<file path="config.mk">
export PLATFORM = sky130hd
export DESIGN_NAME = cfgwin_top
export DESIGN_NICKNAME = d
export VERILOG_FILES = /design/src/rtl/cfgwin_pkg.sv /design/src/rtl/cfgwin_lock.sv /design/src/rtl/cfgwin_unit.sv /design/src/rtl/cfgwin_top.sv
export SDC_FILE = /design/constraint.sdc
export NUM_CORES = 1
export LEC_CHECK = 0
export BUFFER_PORTS_ARGS = -buffer_cell sky130_fd_sc_hd__buf_2
export CORE_MARGIN = 4
export CORE_UTILIZATION = 45
export CTS_CLUSTER_DIAMETER = 40
export DETAILED_ROUTE_END_ITERATION = 10
export PLACE_DENSITY_LB_ADDON = 0.05
export RECOVER_POWER = 25
export SLEW_MARGIN = 30
export SYNTH_ARGS = -nofsm -noshare
export SYNTH_HDL_FRONTEND = slang
export SYNTH_SLANG_ARGS = --single-unit
</file>
<file path="constraint.sdc">
create_clock -name clk -period 3.8 [get_ports clk]
set_clock_uncertainty 0.05 [all_clocks]
set_input_delay 0.95 -clock clk [delete_from_list [all_inputs] [get_ports clk]]
set_output_delay 0.95 -clock clk [all_outputs]
set_load 0.03 [all_outputs]
</file>
<file path="src/rtl/cfgwin_pkg.sv">
package cfgwin_pkg;

    typedef enum logic [1:0] {
        LK_SHUT = 2'd0,
        LK_HALF = 2'd1,
        LK_OPEN = 2'd2
    } lock_e;

    localparam logic [7:0] KEY_OPEN  = 8'h87;
    localparam logic [7:0] KEY_SHUT  = 8'haa;
    localparam logic [7:0] REG_UNIT  = 8'h07;
    localparam logic [7:0] UNIT_LO   = 8'h30;
    localparam logic [7:0] REG_ACT   = 8'h30;
    localparam logic [7:0] REG_B0_HI = 8'h60;
    localparam logic [7:0] REG_B0_LO = 8'h61;
    localparam logic [7:0] REG_B1_HI = 8'h62;
    localparam logic [7:0] REG_B1_LO = 8'h63;
    localparam logic [7:0] REG_IQ0_N = 8'h70;
    localparam logic [7:0] REG_IQ0_C = 8'h71;
    localparam logic [7:0] REG_IQ1_N = 8'h72;
    localparam logic [7:0] REG_IQ1_C = 8'h73;
    localparam logic [7:0] REG_DMA0  = 8'h74;
    localparam logic [7:0] REG_DMA1  = 8'h75;

    typedef struct packed {
        logic [3:0] num;
        logic       pol;
    } irq_t;

    typedef struct packed {
        logic [7:0]       act;
        logic [1:0][15:0] base;
        irq_t [1:0]       irq;
        logic [1:0][2:0]  dma;
    } unit_t;

    // Decode mask of base slot `slot` of unit `dev`.
    function automatic logic [15:0] base_mask(input int dev, input int slot);
        logic [15:0] limit;
        logic [15:0] low;
        limit = (slot == 0) ? 16'h07ff : 16'h0fff;
        low   = (16'd1 << (3 + dev + slot)) - 16'd1;
        return limit & ~low;
    endfunction

endpackage

</file>
<file path="src/rtl/cfgwin_lock.sv">
module cfgwin_lock
    import cfgwin_pkg::*;
(
    input  logic       clk,
    input  logic       rst,
    input  logic       key_wr,
    input  logic [7:0] key,
    input  logic       other_wr,
    output logic       open
);
    lock_e state, nxt;

    always_comb begin
        nxt = state;
        case (state)
            LK_SHUT: if (key_wr && key == KEY_OPEN) nxt = LK_HALF;
            LK_HALF: begin
                if (key_wr)        nxt = (key == KEY_OPEN) ? LK_OPEN : LK_SHUT;
                else if (other_wr) nxt = LK_SHUT;
            end
            LK_OPEN: if (key_wr && key == KEY_SHUT) nxt = LK_SHUT;
            default: nxt = LK_SHUT;
        endcase
    end

    always_ff @(posedge clk) begin
        if (rst) state <= LK_SHUT;
        else     state <= nxt;
    end

    assign open = (state == LK_OPEN);
endmodule

</file>
<file path="src/rtl/cfgwin_unit.sv">
module cfgwin_unit
    import cfgwin_pkg::*;
#(
    parameter int DEV = 0
) (
    input  logic       clk,
    input  logic       rst,
    input  logic       wr,
    input  logic [7:0] idx,
    input  logic [7:0] wdata,
    output logic [7:0] rdata,
    output logic [7:0] act,
    output logic [1:0] irq_on
);
    localparam logic [1:0][15:0] MASKS = {base_mask(DEV, 1), base_mask(DEV, 0)};

    unit_t st;

    always_ff @(posedge clk) begin
        if (rst) begin
            st <= '0;
        end else if (wr) begin
            case (idx)
                REG_ACT:   st.act <= wdata;
                REG_B0_HI: st.base[0][15:8] <= wdata & MASKS[0][15:8];
                REG_B0_LO: st.base[0][7:0]  <= wdata & MASKS[0][7:0];
                REG_B1_HI: st.base[1][15:8] <= wdata & MASKS[1][15:8];
                REG_B1_LO: st.base[1][7:0]  <= wdata & MASKS[1][7:0];
                REG_IQ0_N: st.irq[0].num <= wdata[3:0];
                REG_IQ0_C: st.irq[0].pol <= wdata[0];
                REG_IQ1_N: st.irq[1].num <= wdata[3:0];
                REG_IQ1_C: st.irq[1].pol <= wdata[0];
                REG_DMA0:  st.dma[0] <= wdata[2:0];
                REG_DMA1:  st.dma[1] <= wdata[2:0];
                default: ;
            endcase
        end
    end

    always_comb begin
        case (idx)
            REG_ACT:   rdata = st.act;
            REG_B0_HI: rdata = st.base[0][15:8];
            REG_B0_LO: rdata = st.base[0][7:0];
            REG_B1_HI: rdata = st.base[1][15:8];
            REG_B1_LO: rdata = st.base[1][7:0];
            REG_IQ0_N: rdata = {4'h0, st.irq[0].num};
            REG_IQ0_C: rdata = {6'd0, 1'b0, st.irq[0].pol};
            REG_IQ1_N: rdata = {4'h0, st.irq[1].num};
            REG_IQ1_C: rdata = {6'd0, 1'b0, st.irq[1].pol};
            REG_DMA0:  rdata = {5'd0, st.dma[0]};
            REG_DMA1:  rdata = {5'd0, st.dma[1]};
            default:   rdata = 8'h00;
        endcase
    end

    assign act = st.act;

    for (genvar p = 0; p < 2; p++) begin : g_irq
        assign irq_on[p] = (st.irq[p].num != 4'h0);
    end
endmodule

</file>
<file path="src/rtl/cfgwin_top.sv">
module cfgwin_top
    import cfgwin_pkg::*;
#(
    parameter logic [15:0] BASE_ADDR = 16'h002e,
    parameter int          NDEV      = 4
) (
    input  logic              clk,
    input  logic              rst,
    input  logic [15:0]       io_addr,
    input  logic              io_wr,
    input  logic              io_rd,
    input  logic [7:0]        io_wdata,
    output logic [7:0]        io_rdata,
    output logic [NDEV*8-1:0] dev_en,
    output logic [NDEV*2-1:0] irq_on
);
    localparam logic [15:0] DATA_ADDR = BASE_ADDR + 16'd1;
    localparam logic [7:0]  NDEV_B    = 8'(NDEV);

    logic       hit_idx, hit_dat, win_open;
    logic [7:0] cur_idx, cur_ldn;
    logic       ldn_ok, in_unit;
    logic [7:0] unit_rd [NDEV];
    logic [7:0] sel_rd;

    assign hit_idx = (io_addr == BASE_ADDR);
    assign hit_dat = (io_addr == DATA_ADDR);
    assign ldn_ok  = (cur_ldn < NDEV_B);
    assign in_unit = (cur_idx >= UNIT_LO);

    cfgwin_lock u_lock (
        .clk      (clk),
        .rst      (rst),
        .key_wr   (io_wr & hit_idx),
        .key      (io_wdata),
        .other_wr (io_wr & hit_dat),
        .open     (win_open)
    );

    always_ff @(posedge clk) begin
        if (rst) begin
            cur_idx <= 8'h00;
            cur_ldn <= 8'h00;
        end else if (win_open && io_wr) begin
            if (hit_idx && io_wdata != KEY_SHUT) cur_idx <= io_wdata;
            if (hit_dat && cur_idx == REG_UNIT)  cur_ldn <= io_wdata;
        end
    end

    for (genvar d = 0; d < NDEV; d++) begin : g_unit
        logic wr_d;
        assign wr_d = win_open & io_wr & hit_dat & in_unit & ldn_ok
                    & (cur_ldn == 8'(d));
        cfgwin_unit #(.DEV(d)) u_unit (
            .clk    (clk),
            .rst    (rst),
            .wr     (wr_d),
            .idx    (cur_idx),
            .wdata  (io_wdata),
            .rdata  (unit_rd[d]),
            .act    (dev_en[d*8 +: 8]),
            .irq_on (irq_on[d*2 +: 2])
        );
    end

    always_comb begin
        sel_rd = 8'h00;
        for (int d = 0; d < NDEV; d++) begin
            if (cur_ldn == 8'(d)) sel_rd = sel_rd | unit_rd[d];
        end
    end

    always_comb begin
        io_rdata = 8'h00;
        if (io_rd && (hit_idx || hit_dat)) begin
            if (!win_open)         io_rdata = 8'hff;
            else if (hit_idx)      io_rdata = cur_idx;
            else if (cur_idx == REG_UNIT) io_rdata = cur_ldn;
            else if (in_unit)      io_rdata = sel_rd;
            else                   io_rdata = 8'h00;
        end
    end
endmodule

</file>
==> reports/results.tsv <==
stage	metric	value	unit
timing	hold_ws	0.401	ns
floorplanning	start_util	45.9	%
grt	grt_util_met2	45.0	%
outcome	outcome	finished with violations	
timing	worst_pin_slew	0.913	ns
critical_path	cp-start-kind	flip-flop	
synthesis	avgSynthCellArea	9.43	um^2
placement	detailedPlace.worstSlack	0.0735	ns
timing	rsz0062_at_grt	true	
routing	via_count	7603	
grt	grt_start_max_net_pins	71	
finish	drive_above_1_share	23.9	%
routing	drt_iter0_markers	745	
routing	post_drt_wl_per_cell	23.5	um
routing	route.detailed.drc	0	
pwr	ir_drop	299	uV
grt	first_global_vias	7551	
clock_tree	cts_num_sinks	166	
timing	report.final.slew_viol_count	0	
clock_tree	clock_path_buffers	2	
grt	grt.met3_usage	4.66	%
grt	grt_pass1_wl	44.7	mm
clock_tree	clock-root-buffer	clkbuf_16	
clock_tree	cts_tree	yes	
grt	grtUsageMet1	34.4	%
critical_path	path_max_fanout	7	
routing	ant_nets	0	
finish	nets	1017	
grt	grt.total_usage	26.6	%
critical_path	worstSetupPathType	flip-flop to output pin	
finish	instances_no_fill	1236	
synthesis	syn_nets	942	
floorplanning	die_x	146	um
synthesis	netlist_area	8620	um^2
clock_tree	cts_inserted_buffers	17	
critical_path	crit_buf_inv	3	
outcome	failed_checks	setup timing	
synthesis	synth.ff_latch_count	166	
synthesis	synth_ff_type	dfxtp_1	
finish	final_common_cell	nor2_1	
pwr	power.total	3.60	mW
synthesis	ys_types	60	
grt	antenna_found_initial	0	
finish	final_util	54.6	%
finish	num_antenna_cells	0	
timing	timing.setup.tns	-0.167	ns
floorplanning	die_h	146	um
floorplanning	ioPinCount	76	
synthesis	synth-edff-count	0	
placement	gp_congestion	0.931	
clock_tree	clk_latency	0.43	ns
placement	port_buffers	75	
critical_path	max_stage_delay	0.50	ns
critical_path	cp.arrival	2.86	ns
routing	wirelength	29.0	mm
timing	postLayoutSetupSlackWorst	-0.0608	ns
floorplanning	core_area	18800	um^2
routing	drt-pass1-iter-count	6	
pwr	p_leak	3.67	nW
critical_path	slowest_stage	a222oi_1	
timing	max_freq	259	MHz
synthesis	synth_warnings	0	
critical_path	worstPathRequired	2.80	ns
critical_path	crit_family	compound AO/OA/AOI/OAI gates	
synthesis	synth-seq-area-share	38.6	%
timing	relSlewSlack	39.1	%
finish	area_growth	18.8	%
grt	top_usage_layer	met2	
floorplanning	row_count	50	
grt	grt.overflow.total	0	
pwr	cellPowerDensity	352	nW/um^2
hold_path	min_path_type	flip-flop to flip-flop	
finish	final.fill_count	1717	
placement	dp.cells	1184	
finish	stdcell_area	10200	um^2
placement	place_area	9280	um^2
critical_path	endpoint_kind	output pin	
timing	finalHoldViolations	0	
clock_tree	htree_levels	4	
placement	dp_hpwl	20.4	mm
routing	vias_per_cell	6.15	
timing	setup_viol	4	
critical_path	crit_chain	buf_12 > nor4b_4 > buf_4 > a22o_1 > a222oi_1 > o22ai_1 > a2111oi_2 > a21oi_2 > buf_6	
synthesis	ys_async_sr_fraction	0	%
finish	mostFrequentLayoutCells	165 x nor2_1, 161 x mux2i_1, 158 x dfxtp_1	
timing	min_period_over_period	102	%
floorplanning	fp.dieArea	21400	um^2
synthesis	synthCells	914	
clock_tree	clk_pin_slew	0.07	ns
timing	post-route-min-period	3.86	ns
run	cap_violations	0	
power breakdown:
| group | internal [mW] | switching [mW] | leakage, nW | total (mW) |
|---|---|---|---|---|
| combinational | 0.0213 | 0.0750 | 2.04 | 0.0963 |
| clock | 1.01 | 0.760 | 0.294 | 1.77 |
| sequential | 1.74 | 0.000000000848 | 1.34 | 1.74 |
| total | 2.77 | 0.835 | 3.67 | 3.60 |
routing by layer:
| metal | routed length, um | share of wire (%) |
|---|---|---|
| met3 | 2030 | 7.0 |
| met4 | 793 | 2.7 |
| met1 | 12100 | 42 |
| met2 | 14100 | 49 |
| met5 | 0 | 0 |
repair_timing:
item / 4_1_cts / 5_1_grt
buffers inserted: 12 / 9
pin swaps: 25 / 27
endpoints found under the setup margin: 8 / 8
hold buffers: 0 / 0
resized for setup: 46 / 36
cell families after synthesis:
family	Yosys count	share of synthesized area, %
buffers and inverters	106	6.33
flip-flops	166	38.6
AO/OA/AOI/OAI	114	9.49
multiplexers	165	19.3
AND/OR/NAND/NOR	363	26.3
registers in the layout, indices dropped and copies added, names as in the netlist:
signal / cells
g_unit.u_unit.st: 116
cur_idx: 8
cur_ldn: 8
g_unit.u_unit.act: 32
u_lock.state: 2
cells in the mapped netlist, types with 5 or more instances:
cell type	instances	area share (%)
a21oi_1	33	1.9
a221o_1	5	0.58
a221oi_1	7	0.71
a222oi_1	14	1.6
a22o_1	6	0.61
a22oi_1	9	0.78
a31oi_1	5	0.36
buf_2	13	0.75
buf_4	35	3.0
clkbuf_1	49	2.1
dfxtp_1	166	39
inv_1	5	0.22
mux2i_1	161	19
nand2_1	63	2.7
nand3_1	10	0.58
nand4_1	12	0.87
nor2_1	170	7.4
nor3_1	12	0.70
nor4_1	14	1.0
nor4_4	31	7.6
o21ai_0	12	0.70
or4_1	12	1.0
worst paths after layout:
check | startpoint | to | slack, ns | depth (start not counted)
hold / removal | u_lock.state[1] | u_lock.state[0] | 0.40 | 1
setup reg to reg | cur_ldn[3] | g_unit[3].u_unit.act[6] | 0.84 | 6
setup / recovery | cur_idx[1] | io_rdata[3] | -0.06 | 9
hold reg to reg | u_lock.state[1] | u_lock.state[0] | 0.40 | 1
area by class of cell:
type / count / area, um^2 / area share (%)
well taps: 234 / 293 / 2.86
repair buffers: 157 / 1060 / 10.3
clock buffers: 19 / 453 / 4.42
clock inverters: 13 / 144 / 1.41
multi-input cells: 642 / 4930 / 48.1
flip-flops and latches: 166 / 3350 / 32.7
inverters: 5 / 18.8 / 0.183
No activity file was read; power rests on OpenSTA's default activity.
